==> src/rtl/wr_order_pkg.sv <==
package wr_order_pkg;

    parameter int unsigned WO_ADDR_W = 32;
    parameter int unsigned WO_DATA_W = 32;
    parameter int unsigned WO_SEQ_W  = 4;

    typedef enum logic [1:0] {
        SPACE_CACHE = 2'b00,
        SPACE_MEM   = 2'b01,
        SPACE_IO    = 2'b10,
        SPACE_OTHER = 2'b11
    } space_e;

    typedef struct packed {
        logic [WO_ADDR_W-1:0] addr;
        logic [WO_DATA_W-1:0] data;
        space_e               space;
        logic [WO_SEQ_W-1:0]  seq;
    } wr_item_t;

    function automatic logic [WO_SEQ_W-1:0] seq_step(input logic [WO_SEQ_W-1:0] cur);
        return cur + 1'b1;
    endfunction

endpackage

==> src/rtl/wr_order_fifo.sv <==
module wr_order_fifo
    import wr_order_pkg::*;
#(
    parameter int unsigned DEPTH = 4
) (
    input  logic     clk,
    input  logic     rst,
    input  logic     push,
    input  wr_item_t push_item,
    input  logic     pop,
    output wr_item_t head_item,
    output logic     full,
    output logic     empty
);
    localparam int unsigned PTR_W = (DEPTH > 1) ? $clog2(DEPTH) : 1;
    localparam int unsigned CNT_W = $clog2(DEPTH + 1);

    wr_item_t           slots [DEPTH];
    logic [PTR_W-1:0]   wr_ptr, rd_ptr;
    logic [CNT_W-1:0]   count;

    function automatic logic [PTR_W-1:0] ptr_next(input logic [PTR_W-1:0] p);
        return (p == PTR_W'(DEPTH - 1)) ? '0 : p + 1'b1;
    endfunction

    assign full      = (count == CNT_W'(DEPTH));
    assign empty     = (count == '0);
    assign head_item = slots[rd_ptr];

    always_ff @(posedge clk) begin
        if (rst) begin
            wr_ptr <= '0;
            rd_ptr <= '0;
            count  <= '0;
        end else begin
            if (push) wr_ptr <= ptr_next(wr_ptr);
            if (pop)  rd_ptr <= ptr_next(rd_ptr);
            case ({push, pop})
                2'b10:   count <= count + 1'b1;
                2'b01:   count <= count - 1'b1;
                default: count <= count;
            endcase
        end
    end

    for (genvar g = 0; g < DEPTH; g++) begin : g_slot
        always_ff @(posedge clk) begin
            if (push && wr_ptr == PTR_W'(g)) slots[g] <= push_item;
        end
    end

    p_no_overflow_r6: assert property (@(posedge clk) disable iff (rst)
        push |-> !full)
        else $error("push into full queue");

    p_no_underflow_r2: assert property (@(posedge clk) disable iff (rst)
        pop |-> !empty)
        else $error("pop from empty queue");

    p_fill_level_r6: assert property (@(posedge clk) disable iff (rst)
        (push && !pop) |=> !empty)
        else $error("queue empty after a lone push");

endmodule

==> src/rtl/wr_order_seq.sv <==
module wr_order_seq
    import wr_order_pkg::*;
(
    input  logic                clk,
    input  logic                rst,
    input  logic                take,
    output logic [WO_SEQ_W-1:0] seq
);
    always_ff @(posedge clk) begin
        if (rst)       seq <= '0;
        else if (take) seq <= seq_step(seq);
    end

    p_seq_step_r3: assert property (@(posedge clk) disable iff (rst)
        take |=> seq == WO_SEQ_W'($past(seq) + 1'b1))
        else $error("sequence did not step on accept");

    p_seq_hold_r3: assert property (@(posedge clk) disable iff (rst)
        !take |=> $stable(seq))
        else $error("sequence moved without accept");

endmodule

==> src/rtl/wr_order_issue.sv <==
module wr_order_issue
    import wr_order_pkg::*;
(
    input  logic     clk,
    input  logic     rst,
    input  logic     head_present,
    input  wr_item_t head_item,
    input  logic     drained,
    input  logic     bus_ready,
    output logic     take_head,
    output logic     bus_valid,
    output wr_item_t bus_item
);
    logic slot_free;

    assign slot_free = !bus_valid || bus_ready;
    assign take_head = head_present && drained && slot_free;

    always_ff @(posedge clk) begin
        if (rst) begin
            bus_valid <= 1'b0;
            bus_item  <= '0;
        end else if (take_head) begin
            bus_valid <= 1'b1;
            bus_item  <= head_item;
        end else if (bus_ready) begin
            bus_valid <= 1'b0;
        end
    end

    // checker state: number of the last write the bus accepted
    logic                last_ok;
    logic [WO_SEQ_W-1:0] last_seq;
    always_ff @(posedge clk) begin
        if (rst) begin
            last_ok  <= 1'b0;
            last_seq <= '0;
        end else if (bus_valid && bus_ready) begin
            last_ok  <= 1'b1;
            last_seq <= bus_item.seq;
        end
    end

    p_hold_stable_r5: assert property (@(posedge clk) disable iff (rst)
        (bus_valid && !bus_ready) |=> (bus_valid && $stable(bus_item)))
        else $error("issued write changed before acceptance");

    p_gate_new_issue_r4: assert property (@(posedge clk) disable iff (rst)
        (bus_valid && (!$past(bus_valid) || $past(bus_ready))) |-> $past(drained))
        else $error("write issued while drained input low");

    p_order_r3: assert property (@(posedge clk) disable iff (rst)
        (bus_valid && bus_ready && last_ok) |-> bus_item.seq == WO_SEQ_W'(last_seq + 1'b1))
        else $error("bus sequence out of order");

    p_stall_r7: assert property (@(posedge clk) disable iff (rst)
        (!drained && !bus_valid) |=> !bus_valid)
        else $error("issue while held off");

endmodule

==> src/rtl/wr_order_gate.sv <==
module wr_order_gate
    import wr_order_pkg::*;
#(
    parameter int unsigned DEPTH = 4
) (
    input  logic                 clk,
    input  logic                 rst,
    input  logic                 req_valid,
    output logic                 req_ready,
    input  logic [WO_ADDR_W-1:0] req_addr,
    input  logic [WO_DATA_W-1:0] req_data,
    input  logic [1:0]           req_space,
    input  logic                 ext_drained,
    output logic                 bus_valid,
    input  logic                 bus_ready,
    output logic [WO_ADDR_W-1:0] bus_addr,
    output logic [WO_DATA_W-1:0] bus_data,
    output logic [1:0]           bus_space,
    output logic [WO_SEQ_W-1:0]  bus_seq
);
    logic                accept, fifo_full, fifo_empty, take_head;
    logic [WO_SEQ_W-1:0] next_seq;
    wr_item_t            in_item, head_item, out_item;

    assign req_ready = !fifo_full;
    assign accept    = req_valid && !fifo_full;

    always_comb begin
        in_item.addr  = req_addr;
        in_item.data  = req_data;
        in_item.space = space_e'(req_space);
        in_item.seq   = next_seq;
    end

    wr_order_seq u_seq (
        .clk  (clk),
        .rst  (rst),
        .take (accept),
        .seq  (next_seq)
    );

    wr_order_fifo #(.DEPTH(DEPTH)) u_fifo (
        .clk       (clk),
        .rst       (rst),
        .push      (accept),
        .push_item (in_item),
        .pop       (take_head),
        .head_item (head_item),
        .full      (fifo_full),
        .empty     (fifo_empty)
    );

    wr_order_issue u_issue (
        .clk          (clk),
        .rst          (rst),
        .head_present (!fifo_empty),
        .head_item    (head_item),
        .drained      (ext_drained),
        .bus_ready    (bus_ready),
        .take_head    (take_head),
        .bus_valid    (bus_valid),
        .bus_item     (out_item)
    );

    assign bus_addr  = out_item.addr;
    assign bus_data  = out_item.data;
    assign bus_space = out_item.space;
    assign bus_seq   = out_item.seq;

    p_reset_idle_r1: assert property (@(posedge clk)
        $past(rst) |-> (!bus_valid && req_ready))
        else $error("not idle after reset");

    p_backpressure_r6: assert property (@(posedge clk) disable iff (rst)
        (!req_ready && !bus_valid) |-> !take_head || ext_drained)
        else $error("take while full and held");

endmodule

==> config.mk <==
export PLATFORM = sky130hd
export DESIGN_NAME = wr_order_gate
export DESIGN_NICKNAME = d
export VERILOG_FILES = /design/src/rtl/wr_order_pkg.sv /design/src/rtl/wr_order_fifo.sv /design/src/rtl/wr_order_seq.sv /design/src/rtl/wr_order_issue.sv /design/src/rtl/wr_order_gate.sv
export SDC_FILE = /design/constraint.sdc
export NUM_CORES = 1
export LEC_CHECK = 0
export BUFFER_PORTS_ARGS = -buffer_cell sky130_fd_sc_hd__buf_2
export CORE_MARGIN = 4
export CORE_UTILIZATION = 35
export CTS_CLUSTER_DIAMETER = 40
export DETAILED_ROUTE_END_ITERATION = 7
export PLACE_DENSITY_LB_ADDON = 0.05
export REMOVE_ABC_BUFFERS = 1
export SKIP_LAST_GASP = 1
export SLEW_MARGIN = 30
export SYNTH_ARGS = -nofsm -noshare
export SYNTH_HDL_FRONTEND = slang
export SYNTH_SLANG_ARGS = --single-unit
==> constraint.sdc <==
create_clock -name clk -period 3.6 [get_ports clk]
set_input_delay 0.9 -clock clk [delete_from_list [all_inputs] [get_ports clk]]
set_output_delay 0.9 -clock clk [all_outputs]
set_load 0.02 [all_outputs]
==> metrics.md <==
| Metric | Value |
|---|---|
| Outcome | finished clean |
| Critical path arrival | 1.78 ns |
| Port Buffers | approximately 140 |
| Total CTS buffers | 60 |
| P&R area growth vs syn | 23.34% |
| Die Width | 209.2 um |
| Seq pwr share | 37.3% |
| H-tree levels | 2 |
| Clock power frac | between 40% and 50% |
| Site Rows | 73 |
| Pwr dens | 827.3 nW/um^2 |
| Sw power | 4.432 mW |
| Synthesized area per cell | about 18 sq um |
| Netlist cell types | 34 |
| Yosys reg bits | 362 |
| Post-CTS Repair Setup Buffers | 0 |
| Initial antenna violation count | 7 |
| Logic pwr share | 22.1% |
| Crit-path max cell delay | around 0.43 ns |
| Final Power | around 14 mW |
| DRT antenna net count | 0 |
| Pin count of the biggest net entering global routing | between 70 and 80 |
| WHS Path Cells | 2 |
| Sw frac | 30.66% |
| P_int | 10.02 mW |
| Largest area contributor in the netlist | edfxtp_1 |
| Reg2Reg Launch Point | u_fifo.count[2]$_SDFFE_PP0P_ |
| DRC viols | 0 |
| Hold crit path type | register to register |
| Wire length per cell | 24.61 um |
| Number of flops mapped to enable cells by yosys | 280 |
| Vias per Instance | ~5.4 |
| Total negative slack | 0 ns |
| Root buffer cell | clkbuf_16 |
| Layout cells sized above 1 | between 40% and 50% |
| Number of top-level pins | 143 |
| Worst Reg2Reg Path Length in Cells | 9 |
| P_leak | ~5.9 nW |
| Synth warn | 0 |
| CORE AREA | around 40000 sq um |
| Largest cells by area after synthesis | edfxtp_1, dfxtp_1, mux4_2, a21oi_2, o31ai_1 |
| Max Freq | roughly 370 MHz |
| Number of global-route vias before repair | 8703 |
| Max Buffers Root-to-Sink | 3 |
| CTS resizes | 0 |
| Post-DP HPWL | 19.32 mm |
| Initial core utilization | 35.49% |
| GRT Util Overall | 16.83% |
| Setup Crit Path Kind | register to output pin |
| Hold Path End | u_issue.bus_item[13]$_SDFFE_PP0P_ |
| Worst Skew | between 0.015 and 0.02 ns |
| Global-route wire length before repair | 55.90 mm |
| Die area | between 40000 and 50000 sq um |
| Ys flop type | edfxtp_1 |
| Fraction of registers with async set/reset | 0% |
| Gr ovfl total | 0 |
| Final Hold Fails | 0 |
| CTS tree | built |
| Share of the synthesized area in the top cell type | 59.36% |
| Min cycle time layout | between 2 and 3 ns |
| CP Cell Sequence | nor3b_4 -> inv_2 -> buf_2 |
| Worst EP required | between 2 and 3 ns |
| Worst Max-Slew Pin Slew | about 0.9 ns |
| Clock latency reported for the late side of the worst-skew pair | between 0.5 and 0.6 ns |
| Worst setup SP type | register |
| R2r setup slk | 1.09 ns |
| Hold-fix buffers, CTS | 0 |
| Routability congestion estimate from global placement | 0.6862 |
| Relative slew slack | 40.93% |
| RSZ-0062 raised after global routing | no |
| Mapped cell area | approximately 14000 sq um |
| Peak supply drop | 0.0005477 V |
| Finished Layout Cells | 1510 |
| Hold_ws | between 0.4 and 0.5 ns |
| Final worst-path cycle share | about three quarters |
| Final layout net count | 1012 |
| CP top delay family | flip-flops |
| Worst setup EP type | output pin |
| Vias | 8083 |
| Pre-antenna DRT Iters | 5 |
| Register area share after synthesis | 70.95% |
| Reg-to-Reg End | u_fifo.count[2]$_SDFFE_PP0P_ |
| Crit path buf inv count | 2 |
| Worst hold start | u_issue.bus_item[13]$_SDFFE_PP0P_ |
| Die height | 209.2 um |
| Max Cap Viol | 0 |
| Setup-failing EPs final | 0 |
| Clock Sink Count | 362 |
| Crit path max-delay cell type | dfxtp_1 |
| DRT iter0 DRCs | 410 |
| Placed Cells | around 1400 |
| Post-synthesis cell count | 780 |
| DRT Wirelength | 37.16 mm |
| CP max FO | 9 |
| Final Slew Violations | 0 |
| Clk slew on worst S/H paths | 0.05 ns |
## sequential cells by signal, summed over array words and instances (netlist names)
name / cells
u_fifo.rd_ptr: 2
u_issue.bus_item: 70
u_fifo.slots: 280
u_seq.seq: 4
u_fifo.count: 3
u_fifo.wr_ptr: 2
u_issue.bus_valid: 1
## power by group through the flow
stage	logic (mW)	clock network, mW	registers, mW
3_3_place_gp	3.15	0	5.45
6_report	3.20	5.87	5.38
3_5_place_dp	3.26	0	5.48
2_1_floorplan	1.68	0	5.74
5_1_grt	3.45	6.24	5.45
4_1_cts	3.26	6.02	5.40
## synthesized netlist by cell type (all sizes together) (2+ instances only)
library cell  instances
mux4                 70
nand4                72
nand3                 4
mux2                  2
nor2                  7
nor2b                 3
or3                   3
clkbuf               15
o31ai                72
a21oi                79
nor3                  3
o21ai                 5
dfxtp                82
buf                  57
xor2                  2
ha                    7
inv                   8
edfxtp              280
and3                  4
## final cells by class
cell class	count	area (sq um)
fillers	3519	22440
flip-flops and latches	362	10060
multi-input cells	338	3622
clock buffers	65	1551
repair buffers	163	996.0
well taps	525	656.9
clock inverters	47	550.5
inverters	8	31.28
diodes	2	5.005
## worst register-to-register path: stages (launching register included)
cell	delay [ns]
dfxtp_1	0.43
nor3b_4	0.39
inv_2	0.17
nand2_1	0.13
ha_1	0.19
inv_1	0.08
fa_1	0.44
xor2_1	0.16
or3_1	0.30
a21oi_1	0.14
## cell usage in the layout, fill, tap and decap left out, drive strengths merged, types with 5 or more instances in the layout
cell	netlist	layout
mux4	70	70
clkinv	0	18
inv	8	20
bufinv	0	9
o21ai	5	5
edfxtp	280	280
dfxtp	82	82
nand4	72	72
ha	7	7
o31ai	72	72
clkbuf	15	65
nor2	7	7
clkinvlp	0	8
buf	57	163
a21oi	79	79
## through the flow
step / area (sq um) / worst slack, ns / utilization [%]
2_1_floorplan: 13660 / -1.221 / -
3_3_place_gp: 15320 / 0.6390 / 38.38
3_5_place_dp: 15360 / 0.6238 / 38.48
4_1_cts: 17460 / 0.8972 / 43.75
5_1_grt: 17470 / 0.8243 / 43.76
6_report: 17470 / 0.9211 / 43.77
## kinds of logic (layout without fill, tap and decap cells)
kind of cell,after synthesis,count (layout),synth area share [%]
DFF,362,362,70.95
AOI/OAI and AO/OA,156,156,8.727
and+or+nand+nor,100,100,4.390
buffers and inverters,80,283,3.763
muxes,72,72,11.29
adders and majority gates,8,8,0.7596
xor gates and xnor gates,2,2,0.1237
other,0,2,0
## metal layers
metal / GRT usage, % / routed length, um / part of all wire, % / up-vias
met5: 0 / 69 / 0.19 / -
met4: 5.378 / 803 / 2.2 / 10
met3: 4.008 / 2068 / 5.6 / 64
met2: 27.69 / 18300 / 49 / 220
met1: 22.19 / 15920 / 43 / 4240
li1: - / - / - / 3549
## worst max path at each step
stage | from | endpoint | slack, ns | cells after the start
3_3_place_gp | ext_drained | u_fifo.count[2]$_SDFFE_PP0P_ | 0.64 | 9
4_1_cts | u_fifo.count[2]$_SDFFE_PP0P_ | req_ready | 0.90 | 3
3_5_place_dp | ext_drained | u_fifo.count[2]$_SDFFE_PP0P_ | 0.62 | 9
2_1_floorplan | bus_ready | u_fifo.count[2]$_SDFFE_PP0P_ | -1.22 | 8
5_1_grt | u_fifo.count[2]$_SDFFE_PP0P_ | req_ready | 0.82 | 3
6_report | u_fifo.count[2]$_SDFFE_PP0P_ | req_ready | 0.92 | 3
No activity file was read; power rests on OpenSTA's default activity.
